File: src/rtl/cq_pkg.sv
package cq_pkg;
   // per-entry attribute flags that decide whether an unfinished entry blocks younger ones
   typedef struct packed {
      logic may_fault;
      logic is_branch;
   } cq_flags_t;

   typedef enum logic {
      CQ_STRICT  = 1'b0,
      CQ_RELAXED = 1'b1
   } cq_mode_e;
endpackage

File: src/rtl/cq_age_rotate.sv
// Rotates a slot-indexed vector so that bit k is the entry k places after base.
module cq_age_rotate #(
   parameter int DEPTH = 8,
   parameter int IW    = 3
) (
   input  logic [IW-1:0]    base,
   input  logic [DEPTH-1:0] phys,
   output logic [DEPTH-1:0] aged
);
   for (genvar k = 0; k < DEPTH; k++) begin : g_age
      logic [IW-1:0] slot;
      assign slot    = base + IW'(k);
      assign aged[k] = phys[slot];
   end
endmodule

File: src/rtl/cq_grad_pick.sv
// Picks up to GRAD_W set bits, lowest (oldest) first, and reports their offsets.
module cq_grad_pick #(
   parameter int DEPTH  = 8,
   parameter int GRAD_W = 2,
   parameter int IW     = 3
) (
   input  logic [DEPTH-1:0]           ready_age,
   output logic [GRAD_W-1:0]          lane_v,
   output logic [GRAD_W-1:0][IW-1:0]  lane_off
);
   always_comb begin
      int cnt;
      lane_v   = '0;
      lane_off = '0;
      cnt      = 0;
      for (int k = 0; k < DEPTH; k++) begin
         if (ready_age[k]) begin
            for (int g = 0; g < GRAD_W; g++) begin
               if (cnt == g) begin
                  lane_v[g]   = 1'b1;
                  lane_off[g] = IW'(k);
               end
            end
            cnt = cnt + 1;
         end
      end
   end
endmodule

File: src/rtl/cq_top.sv
module cq_top
   import cq_pkg::*;
#(
   parameter  int DEPTH  = 8,
   parameter  int GRAD_W = 2,
   localparam int IW     = $clog2(DEPTH)
) (
   input  logic                 clk,
   input  logic                 rst_n,
   input  logic                 relax_en,
   input  logic                 alloc_valid,
   input  logic                 alloc_may_fault,
   input  logic                 alloc_is_branch,
   output logic                 alloc_ready,
   output logic [IW-1:0]        alloc_tag,
   input  logic                 done_valid,
   input  logic [IW-1:0]        done_tag,
   input  logic                 flush_valid,
   input  logic [IW-1:0]        flush_tag,
   output logic [GRAD_W-1:0]    grad_valid,
   output logic [GRAD_W*IW-1:0] grad_tag
);
   localparam logic [IW:0] ONE_P   = (IW+1)'(1);
   localparam logic [IW:0] DEPTH_P = (IW+1)'(DEPTH);

   if (DEPTH < 2 || DEPTH != (1 << IW)) begin : g_bad_depth
      $error("cq_top: DEPTH must be a power of two of at least 2");
   end
   if (GRAD_W < 1 || GRAD_W > DEPTH) begin : g_bad_width
      $error("cq_top: GRAD_W must lie in 1..DEPTH");
   end

   // ---------------- state ----------------
   logic [DEPTH-1:0]            valid_q, done_q;
   cq_flags_t [DEPTH-1:0]       flags_q;
   logic [IW:0]                 head_q, tail_q;

   logic [DEPTH-1:0]            valid_n, done_n;
   cq_flags_t [DEPTH-1:0]       flags_n;
   logic [IW:0]                 head_n, tail_n;

   logic [DEPTH-1:0]            fault_v, br_v;
   for (genvar s = 0; s < DEPTH; s++) begin : g_flag_split
      assign fault_v[s] = flags_q[s].may_fault;
      assign br_v[s]    = flags_q[s].is_branch;
   end

   // ---------------- age-ordered view ----------------
   logic [DEPTH-1:0] valid_a, done_a, fault_a, br_a, elig_a;

   cq_age_rotate #(.DEPTH(DEPTH), .IW(IW)) u_rot_v (.base(head_q[IW-1:0]), .phys(valid_q), .aged(valid_a));
   cq_age_rotate #(.DEPTH(DEPTH), .IW(IW)) u_rot_d (.base(head_q[IW-1:0]), .phys(done_q),  .aged(done_a));
   cq_age_rotate #(.DEPTH(DEPTH), .IW(IW)) u_rot_f (.base(head_q[IW-1:0]), .phys(fault_v), .aged(fault_a));
   cq_age_rotate #(.DEPTH(DEPTH), .IW(IW)) u_rot_b (.base(head_q[IW-1:0]), .phys(br_v),    .aged(br_a));

   cq_mode_e mode;
   assign mode = cq_mode_e'(relax_en);

   // an unfinished entry blocks everything younger unless relaxed and harmless
   always_comb begin
      logic blocked;
      blocked = 1'b0;
      for (int k = 0; k < DEPTH; k++) begin
         elig_a[k] = valid_a[k] & done_a[k] & ~blocked;
         if (valid_a[k] && !done_a[k] &&
             (mode == CQ_STRICT || fault_a[k] || br_a[k]))
            blocked = 1'b1;
      end
   end

   logic [GRAD_W-1:0]          lane_v;
   logic [GRAD_W-1:0][IW-1:0]  lane_off;

   cq_grad_pick #(.DEPTH(DEPTH), .GRAD_W(GRAD_W), .IW(IW)) u_pick (
      .ready_age (elig_a),
      .lane_v    (lane_v),
      .lane_off  (lane_off)
   );

   logic [GRAD_W-1:0][IW-1:0] lane_slot;
   for (genvar g = 0; g < GRAD_W; g++) begin : g_lane
      assign lane_slot[g]           = head_q[IW-1:0] + lane_off[g];
      assign grad_tag[g*IW +: IW]   = lane_slot[g];
   end
   assign grad_valid = lane_v;

   // ---------------- allocation side ----------------
   logic [IW:0] span;
   logic        full, alloc_fire;
   assign span        = tail_q - head_q;
   assign full        = (span == DEPTH_P);
   assign alloc_ready = ~full & ~flush_valid;
   assign alloc_tag   = tail_q[IW-1:0];
   assign alloc_fire  = alloc_valid & alloc_ready;

   // ---------------- next state ----------------
   always_comb begin
      logic [IW-1:0] off;
      logic [IW-1:0] s;
      logic [IW:0]   span_n;
      valid_n = valid_q;
      done_n  = done_q;
      flags_n = flags_q;
      tail_n  = tail_q;

      for (int g = 0; g < GRAD_W; g++)
         if (lane_v[g]) valid_n[lane_slot[g]] = 1'b0;

      if (done_valid && valid_q[done_tag])
         done_n[done_tag] = 1'b1;

      if (alloc_fire) begin
         valid_n[tail_q[IW-1:0]]           = 1'b1;
         done_n[tail_q[IW-1:0]]            = 1'b0;
         flags_n[tail_q[IW-1:0]].may_fault = alloc_may_fault;
         flags_n[tail_q[IW-1:0]].is_branch = alloc_is_branch;
         tail_n                            = tail_q + ONE_P;
      end

      off = flush_tag - head_q[IW-1:0];
      if (flush_valid) begin
         for (int k = 0; k < DEPTH; k++) begin
            s = head_q[IW-1:0] + IW'(k);
            if (IW'(k) > off) valid_n[s] = 1'b0;
         end
         tail_n = head_q + {1'b0, off} + ONE_P;
      end

      // oldest survivor becomes the new head; holes are skipped
      span_n = tail_n - head_q;
      head_n = tail_n;
      for (int k = DEPTH - 1; k >= 0; k--) begin
         s = head_q[IW-1:0] + IW'(k);
         if ((IW+1)'(k) < span_n && valid_n[s])
            head_n = head_q + (IW+1)'(k);
      end
   end

   always_ff @(posedge clk or negedge rst_n) begin
      if (!rst_n) begin
         valid_q <= '0;
         done_q  <= '0;
         flags_q <= '0;
         head_q  <= '0;
         tail_q  <= '0;
      end else begin
         valid_q <= valid_n;
         done_q  <= done_n;
         flags_q <= flags_n;
         head_q  <= head_n;
         tail_q  <= tail_n;
      end
   end
endmodule

File: config.mk
export PLATFORM = sky130hd
export DESIGN_NAME = cq_top
export DESIGN_NICKNAME = d
export VERILOG_FILES = /design/src/rtl/cq_pkg.sv /design/src/rtl/cq_age_rotate.sv /design/src/rtl/cq_grad_pick.sv /design/src/rtl/cq_top.sv
export SDC_FILE = /design/constraint.sdc
export NUM_CORES = 1
export LEC_CHECK = 0
export CORE_UTILIZATION = 50
export DETAILED_ROUTE_END_ITERATION = 8
export HOLD_SLACK_MARGIN = 0.12
export PLACE_DENSITY = 0.7
export SYNTH_ARGS = -nofsm -noshare
export SYNTH_HDL_FRONTEND = slang
export SYNTH_HIERARCHICAL = 1
export SYNTH_SLANG_ARGS = --single-unit
File: constraint.sdc
create_clock -name clk -period 9.2 [get_ports clk]
set_input_delay 1.38 -clock clk [delete_from_list [all_inputs] [get_ports clk]]
set_output_delay 1.38 -clock clk [all_outputs]
set_load 0.03 [all_outputs]
---- Word-level counts from Yosys, hierarchy flattened ----
Cells that the tools add are included.
cells by class
  add/sub/neg operators ................... 28
  $lt $le $gt $ge ......................... 40
  equal/unequal tests ..................... 8
  mux-type cells .......................... 195
  bitwise operators ....................... 51
  reductions and logical operators ........ 63
operator list
  operator                                                                             number
  32-bit zero test                                                                     7
  32-bit by 2-bit == test with 1-bit output, second input constant                     6
  32-bit two-way mux                                                                   6
  8-bit two-way mux                                                                    21
  32-bit by 2-bit adder with 32-bit output, second input constant                      5
  1-bit binary-select mux with 3-bit select                                            39
  8-bit bitwise AND                                                                    11
  8-bit inverter                                                                       11
  1-bit two-way mux                                                                    77
  3-bit by 4-bit less-than comparator with 1-bit output, second input constant         12
  6-bit two-way mux                                                                    7
  1-bit demux with 3-bit select                                                        12
  3-bit by 1-bit greater-or-equal comparator with 1-bit output, second input constant  12
  3-bit two-way mux                                                                    12
  4-bit two-way mux                                                                    9
  1-bit logical AND                                                                    35
  16-bit bitwise mux                                                                   2
  1-bit bitwise AND                                                                    17
  4-bit by 3-bit adder with 4-bit output, second input constant                        4
  3-bit by 4-bit less-than comparator with 1-bit output, first input constant          4
  2-bit two-way mux                                                                    8
  8-bit bitwise OR                                                                     2
  1-bit logical OR                                                                     14
  3-bit adder, second input constant                                                   4
  19 further kinds                                                                     48
word-level totals
  register bits after elaboration ......... 40
  input bits .............................. 14
  word-level logic and storage cells ...... 405

---- Logic depth before layout (Yosys ltp) ----
Gate-level depths: netlist (run 1).
  depth in word-level cells ............... 68
  depth in mapped cells ................... 46
  depth with buffers taken out ............ 43

---- By module ----
Netlist (run 1), hierarchy kept.
modules (own cells, without submodules)
  module         instances  cells each  area an instance (µm²)
  cq_top         1          581         4,640.7
  cq_age_rotate  4          42          440.4
  cq_grad_pick   1          130         968.4

---- Least setup slack after synthesis (run 1) ----
No wires, ideal clock.
  path kind ............................... reg2reg
  from .................................... reg head_q[1]
  to ...................................... reg head_q[3]
  library setup time ...................... 0.087 ns
  arrival time ............................ 9.060 ns
  required time ........................... 9.113 ns
  path slack .............................. 0.054 ns
  stages on the path, launching flop included .. 43
  path buffers ............................ 2
  path through ............................ dfrtp_1 inv_1 ha_1 buf_2 mux2_2 mux2i_1 a221oi_1 nor2_1 nand2_1 a31oi_1 and3_1 buf_6 nor2b_1 or2_2 inv_1 ha_1 nand2b_1 o31ai_1 [... 7 more ...] ha_1 nand3_1 o211ai_2 a311oi_2 nand4bb_1 o31ai_1 ha_1 fa_1 or3b_2 o221ai_1 a221oi_2 a22oi_1 a211oi_1 o32ai_1 a21boi_0 o41a_1 a311o_1 o211ai_1
RTL lines
  item                      line           text
  start: declaration        cq_top.sv:36   logic [IW:0] head_q, tail_q;
  start signal: assignment  cq_top.sv:150  head_q <= head_n;

==> impl_results.md, run 1 <==
* Largest net degree at the start of global routing at 44
* Vias at 7451
* Number of global-route vias before repair at 6543
* Antenna Violating Nets Remaining at 0
* Top delay family on crit path: compound AO/OA/AOI/OAI gates
* Root buffer cell: clkbuf_16
* Fin. Hold Viols at 0
* Worst Path Required at 9390 ps
* Metal-1 WL at 10.29 mm
* Yosys warnings at 6
* Hold_sp: done_q[7]$_DFF_PN0_
* Fin Hold WS at 581.0 ps
* Most frequent cell on the critical path: nand2_1
* Buf/Inv on CP at 4
* Worst slew pin tran at 1470 ps
* Ports at 26
* Layout cells sized above 1 at 25.95%
* Final instance area at 8733 um2
* Post-DP Area at 7805 um2
* Final nets at 980
* WL met2 at 10.83 mm
* WL per Instance at 21.54 um
* Ant diodes at 0
* Sinks on the clock net at 40
* Launch point of the worst path: head_q[0]$_DFFE_PN0P_
* First-pass GRT wire length at 35.01 mm
* Failing checks: max-capacitance violations
* Input/output buffers at 25
* TritonCTS buffer count at 5
* Clock-pin slew on the worst setup and hold paths at 70 ps
* Post-layout min period at 8976 ps
* Crit end category: flip-flop
* Area Growth Syn to Fin at 19.54%
* Worst Skew at 8.140 ps
* Max incr delay on CP at 580 ps
* Htree depth at 2
* Post-Syn Instances at 871
* Post-Syn Area at 7306 um2
* Clk_lat worst skew at 290 ps
* Core ar. at 14040 um2
* Relative slew slack at 0.7126%
* Initial antenna violation count at 0
* 1st-iter DRT viols at 764
* Syn nets at 935
* Die Y-Extent at 122.9 um
* Critical path class: flip-flop to flip-flop
* Fmax at 0.1114 GHz
* Die X at 122.9 um
* Setup Total Neg Slack at 0 ps
* Final GP Congestion at 1.001
* Maximum buffer depth of the clock tree at 2
* Met3 wire len at 1.730 mm
* Post-Syn Area per Cell at 8.388 um2
* Status: finished with violations
* Pre-antenna DRT Iters at 5
* Maxcap violations at 1
* Rows at 43
* DIE AREA at 15100 um2
* Top sig layer: met4
* Maximum fanout along the worst path at 8
* CTS tree: done
* Final cell count without fillers at 1097
* Crit start category: flip-flop
* Initial core utilization at 52.03%
* Final setup vio count at 0
* Dpl hpwl at 16.82 mm
* Post-route DRC at 0
* DRT Wirelength at 23.63 mm
* Final Max Slew Viols at 0
* GRT overflow at 0
* Placed Cells at 1062
* Worst EP arrival at 9160 ps
* GRT Total Usage at 29.81%
* Reg-to-reg startpoint: head_q[0]$_DFFE_PN0P_
* CP max-delay cell: dfrtp_2
* Worst hold path class: flip-flop to flip-flop
* Via density at 6.792
* Period utilization at 97.57%
-- metal layers --
metal	up-vias	GRT usage [%]
met5	-	0
met4	0	9.985
met2	394	47.75
met3	67	2.649
li1	3446	-
met1	3544	41.94
-- cell usage in the layout (no fill, tap or decap), drive strengths merged, types with 4 or more instances in the layout --
cell	count
a211o	6
a211oi	23
a21boi	6
a21o	5
a21oi	52
a221oi	21
a22oi	6
a31oi	13
a32oi	6
and2	14
and3	12
buf	57
clkbuf	10
clkdlybuf4s50	23
dfrtp	40
fa	5
ha	45
inv	45
mux2	62
mux2i	20
mux4	16
nand2	63
nand2b	6
nand3	32
nand3b	12
nand4	11
nor2	52
nor2b	21
nor3	23
o2111a	4
o211ai	10
o21a	9
o21ai	35
o221ai	7
o31ai	12
o41ai	5
or2	5
or3	5
xnor2	28
xor2	21
-- final cells by class --
class / count / area [um2]
tap: 180 / 225.2
clock inverter: 3 / 46.29
multi-input combinational: 738 / 6352
fill: 1214 / 5309
sequential: 40 / 1005
inverter: 46 / 177.7
timing repair buffer: 85 / 802.0
clock buffer: 5 / 125.1
-- final timing paths --
kind / end / slack (ps) / depth (start not counted)
worst min-delay path: done_q[7]$_DFF_PN0_ / 580 / 2
max in group asynchronous: head_q[2]$_DFFE_PN0N_ / 7240 / 1
min in group asynchronous: br_v[4]$_DFFE_PN0P_ / 1270 / 1
worst max-delay path: head_q[0]$_DFFE_PN0P_ / 220 / 43
worst max register to register: head_q[0]$_DFFE_PN0P_ / 220 / 43
worst min register to register: done_q[7]$_DFF_PN0_ / 580 / 2
-- metrics by stage --
step	utilization, %	worst slack, ps
6_report	62.19	223.5
5_1_grt	62.19	-151.2
2_1_floorplan	-	53.75
4_1_cts	57.21	9.655
3_5_place_dp	55.58	-292.8
3_3_place_gp	55.58	-183.2
-- worst min-delay path, stage by stage, from the launching register on --
cell and delay, ps:
dfrtp_1 400, a31oi_1 60, nor2_1 80
-- registers in the layout, indices dropped and copies added (netlist names) --
signal,flops
br_v,8
done_q,8
fault_v,8
valid_q,8
head_q,4
tail_q,4
-- timing repair --
action | in CTS | in global routing
hold buffers | 0 | 0
pin swaps | 0 | 36
resized for setup | 12 | 96
buffers inserted | 0 | 23
endpoints found under the setup margin | 2 | 7
gates cloned | 0 | 4
Power of run 1 is left out: the tool's default activity adds up to more than one toggle a clock period on the data nets, which glitch-free logic cannot reach.
==> run 2: changes to the inputs <==
SKIP_CTS_REPAIR_TIMING = 1   (was unset)
TNS_END_PERCENT = 5   (was unset)
==> run 2 against run 1 <==
Effect of this change: clock skew barely moved; die area stayed put; the run ends with max-capacitance violations, max-slew violations left; critical endpoint unchanged; via count is 0.43% lower; clock-buffer cell count is the same; global-route usage is 0.070 points lower; largest cell class unchanged; non-clock buffer count unchanged.
==> impl_results.md, run 2 (synthesis gave the netlist of run 1 again) <==
* Status: finished with violations
* Failing checks: max-capacitance violations, max-slew violations
* Multi-input gate area at 6290 um2
* R2R Path End: head_q[0]$_DFFE_PN0P_
* Final instance area at 8666 um2
* Max incr delay on CP at 580 ps
* Hold Path End: br_v[1]$_DFFE_PN0P_
* CTS tree: done
* Vias at 7419
* 1st-iter DRT viols at 786
* Worst Path Required at 9390 ps
* Final Max Slew Viols at 1
* Number of global-route vias before repair at 6503
* DIE AREA at 15100 um2
* Top delay family on crit path: compound AO/OA/AOI/OAI gates
* Via density at 6.763
* Worst Skew at 8.035 ps
* Relative slew slack at -0.01963%
* Post-route DRC at 0
* Htree depth at 2
* DRT Wirelength at 23.32 mm
* R2r setup slk at 230 ps
* Fmax at 0.1114 GHz
* Die X at 122.9 um
* Placed Cells at 1062
* First-pass GRT wire length at 34.87 mm
* Maxcap violations at 1
* Ant diodes at 0
* Sinks on the clock net at 40
* Final setup vio count at 0
* Crit end category: flip-flop
* Final Worst Setup Slack at 226.5 ps
* Final nets at 980
* Clock-pin slew on the worst setup and hold paths at 60 ps
* Rows at 43
* Initial core utilization at 52.03%
* Period utilization at 97.54%
* Antenna Violating Nets Remaining at 0
* Maximum buffer depth of the clock tree at 2
* Worst hold path class: flip-flop to flip-flop
* Worst slew pin tran at 1481 ps
* Post-DP Area at 7805 um2
* Maximum fanout along the worst path at 8
* Seq. cell area at 1005 um2
* Ports at 26
* GRT Total Usage at 29.74%
* Dpl hpwl at 16.82 mm
* Worst EP arrival at 9160 ps
* Reg2reg path depth at 43
* Buf/Inv on CP at 6
* Layout cells sized above 1 at 24.21%
* Largest net degree at the start of global routing at 44
* Final GP Congestion at 1.001
* Initial antenna violation count at 0
* CP max-delay cell: mux4_1
* Final cell count without fillers at 1097
* Crit start category: flip-flop
* Root buffer cell: clkbuf_16
* Hold path depth at 1
* Pre-antenna DRT Iters at 6
* Die Y-Extent at 122.9 um
* Input/output buffers at 25
* Pre-CTS WS at -292.8 ps
* Crit path depth at 43
* Fill cells at 1226
* GRT overflow at 0
* Hold_sp: br_v[1]$_DFFE_PN0P_
* TritonCTS buffer count at 5
* Core ar. at 14040 um2
* Area Growth Syn to Fin at 18.62%
* Post-layout min period at 8973 ps
* Reg-to-reg startpoint: head_q[0]$_DFFE_PN0P_
* Leading cell types in the layout, fill and taps excluded: nand2_1 (60), mux2_2 (60), buf_4 (52)
* Clk_lat worst skew at 290 ps
* Setup Total Neg Slack at 0 ps
* Critical path class: flip-flop to flip-flop
* Fin. Hold Viols at 0
* WL per Instance at 21.26 um
==> run 2: cell counts in the layout (fill, tap and decap cells not counted) <==
No cell type changed its count.
==> run 2: layer usage <==
metal	vias to the layer above	global-route usage [%]	part of all wire (%)	routed length, um
li1	3455	-	-	-
met3	60	3.206	7.0	1632
met2	339	46.88	46	10680
met1	3565	41.77	44	10370
met5	-	0	0	0
met4	0	10.90	2.7	639
==> run 2: worst max-delay path by stage <==
stage,end,start
global placement,head_q[0]$_DFFE_PN0P_,relax_en
floorplan,head_q[3]$_DFFE_PN0N_,head_q[1]$_DFFE_PN0P_
CTS,head_q[0]$_DFFE_PN0P_,head_q[1]$_DFFE_PN0P_
detailed placement,head_q[0]$_DFFE_PN0P_,relax_en
global route,head_q[0]$_DFFE_PN0P_,head_q[0]$_DFFE_PN0P_
finish,head_q[0]$_DFFE_PN0P_,head_q[0]$_DFFE_PN0P_
==> run 2: area by class of cell <==
cell class                      instances  area share (%)
Multi-Input combinational cell        738           72.58
Timing Repair Buffer                   85           9.255
Tap cell                              180           2.599
Clock inverter                          3          0.5342
Inverter                               46           1.992
Clock buffer                            5           1.444
Sequential cell                        40           11.59
==> run 2: worst register-to-register path: cells and delay by family (launching register included) <==
family / cells / cell delay (ps)
adders and majority gates: 7 / 2030
DFF: 1 / 550
muxes: 2 / 880
buffers and inverters: 6 / 650
and+or+nand+nor: 12 / 2160
AOI/OAI and AO/OA: 14 / 2240
xor gates and xnor gates: 2 / 380
==> run 2: through the flow <==
stage	utilization, %	hold WS [ps]
after floorplan	-	497.8
after global placement	55.58	541.2
after detailed placement	55.58	559.4
after CTS	56.80	575.3
after global routing	61.71	605.7
final	61.71	577.7
Power of run 2 is left out for the same reason.
==> run 3: changes to the inputs <==
SYNTH_HIERARCHICAL = unset   (was 1)
==> run 3 against run 2 <==
Effect of this change: the flow now finishes without violations; first-iteration DRC count down 23%; final cell count down 2.3%; critical path type unchanged; fmax down 0.26%; design area down 1.8%; utilization up 5.1 points.
==> impl_results.md, run 3 <==
* Sinks on the clock net at 40
* Post-Syn Instances at 788
* Most frequent cell on the critical path: ha_4
* Yosys warnings at 0
* Post-synthesis sequential area ratio at 15.28%
* Status: complete, no violations
* Worst slew pin tran at 965.5 ps
* Reg2reg path depth at 46
* CTS tree: done
* Post-Syn Area per Cell at 8.314 um2
* Vias at 7219
* Relative slew slack at 35.63%
* DIE AREA at 13560 um2
* Final setup vio count at 0
* Yosys cell types at 97
* Post-synth EDFFs at 0
* Fill cells at 1076
* Antenna Violating Nets Remaining at 0
* Hold_sp: br_v[3]$_DFFE_PN0P_
* Worst Skew at 3.602 ps
* Clk_lat worst skew at 290 ps
* RSZ-0062 raised after global routing: true
* Final nets at 955
* Hold Path End: br_v[3]$_DFFE_PN0P_
* FFs w/ async S/R, synth at 100.0%
* Maximum buffer depth of the clock tree at 2
* Ant diodes at 0
* Post-DP Area at 7697 um2
* Maximum fanout along the worst path at 7
* Met3 usage at 5.760%
* Rows at 41
* Area Growth Syn to Fin at 29.83%
* Post-route DRC at 0
* Dpl hpwl at 17.75 mm
* Most instantiated cells after synthesis: nand2_1 (84), nor2_1 (65), a21oi_1 (46)
* GRT Total Usage at 35.17%
* Worst EP arrival at 9150 ps
* First-pass GRT wire length at 36.18 mm
* Ranking of synthesized cells by area: dfrtp_1 (15%), mux4_2 (11%), ha_1 (7.1%)
* Maxcap violations at 0
* Via density at 6.734
* Core ar. at 12720 um2
* Critical path class: flip-flop to flip-flop
* Fin. Hold Viols at 0
* Period utilization at 97.79%
* Grt met2 use at 61.18%
* Crit end category: flip-flop
* Worst Path Required at 9360 ps
* Syn nets at 844
* Top-count cell post-synth: nand2_1
* Layout cells sized above 1 at 32.11%
* Clock-pin slew on the worst setup and hold paths at 60 ps
* Worst hold path class: flip-flop to flip-flop
* Area leader, netlist: dfrtp_1
* Die X at 116.5 um
* Root buffer cell: clkbuf_16
* Final GP Congestion at 0.9933
* GRT overflow at 0
* TritonCTS buffer count at 5
* 1st-iter DRT viols at 603
* Input/output buffers at 25
* Final instance area at 8506 um2
* Post-layout min period at 8996 ps
* Synth Flop Type: dfrtp_1
* Initial antenna violation count at 0
* Leading cell types in the layout, fill and taps excluded: buf_4 (117), nand2_1 (82), nor2_1 (64)
* CP max-delay cell: mux4_2
* Synth top area share at 15.28%
* R2r setup slk at 200 ps
* Most common cell after layout, fill and taps aside: buf_4
* DRT Wirelength at 23.51 mm
* Fmax at 0.1112 GHz
* Largest net degree at the start of global routing at 57
* R2R Path End: head_q[1]$_DFFE_PN0P_
* WL per Instance at 21.93 um
* Htree depth at 2
* Ports at 26
* Synth Register Bits at 40
* Grt peak-use layer: met2
* Max incr delay on CP at 530 ps
* Reg-to-reg startpoint: head_q[1]$_DFFE_PN0P_
* Die Y-Extent at 116.5 um
* Met1 Use GR at 40.65%
* Post-Syn Area at 6551 um2
* Number of global-route vias before repair at 6921
* Crit start category: flip-flop
* Hold path depth at 2
* Final Max Slew Viols at 0
* Initial core utilization at 51.49%
* Pre-antenna DRT Iters at 5
-- run 3: worst max path at each step --
stage	to	depth (start not counted)	start
floorplan	head_q[1]$_DFFE_PN0P_	50	head_q[0]$_DFFE_PN0P_
global placement	head_q[1]$_DFFE_PN0P_	43	relax_en
detailed placement	head_q[0]$_DFFE_PN0P_	43	relax_en
CTS	grad_tag[5]	37	relax_en
global route	head_q[1]$_DFFE_PN0P_	48	head_q[1]$_DFFE_PN0P_
finish	head_q[1]$_DFFE_PN0P_	46	head_q[1]$_DFFE_PN0P_
-- run 3: critical path: cells and delay by family, from the launching register on --
family,cells,cell delay (ps)
xor+xnor,2,350
compound gates,18,2450
mux,1,530
flops,1,460
buf+inv,8,800
simple gates,10,2230
fa+ha+maj,7,2010
-- run 3: kinds of logic after synthesis --
| group | count (synthesis) | synth area share [%] |
|---|---|---|
| XOR/XNOR | 30 | 4.469 |
| buffers and inverters | 82 | 5.462 |
| AO/OA/AOI/OAI | 245 | 27.94 |
| multiplexers | 63 | 16.27 |
| adder cells (fa/ha/maj) | 42 | 8.594 |
| flip-flops | 40 | 15.28 |
| AND/OR/NAND/NOR | 286 | 21.98 |
-- run 3: per-layer routing --
metal	vias up	share of wire [%]
met2	359	49
li1	3235	-
met3	111	7.0
met1	3514	38
met4	0	6.0
met5	-	0
-- run 3: final cells by class --
type | instances | area [um2] | area share [%]
multi-input cells | 666 | 5742 | 67.51
repair buffers | 142 | 1184 | 13.92
flip-flops and latches | 40 | 1003 | 11.80
well taps | 172 | 215.2 | 2.530
inverters | 44 | 190.2 | 2.236
clock buffers | 5 | 125.1 | 1.471
clock inverters | 3 | 46.29 | 0.5443
-- run 3: through the flow --
stage / std cells / hold slack, ps / utilization [%] / worst slack (ps) / setup TNS, ps
global route: 1072 / 612.3 / 66.86 / -182.8 / -618.8
detailed placement: 1035 / 545.3 / 60.50 / -477.2 / -2091
floorplan: 788 / 497.6 / - / 6.967 / 0
global placement: 1035 / 534.9 / 60.50 / -226.9 / -885.9
CTS: 1043 / 561.3 / 61.85 / -305.4 / -1057
finish: 1072 / 567.7 / 66.86 / 203.6 / 0
Power of run 3 is left out for the same reason.
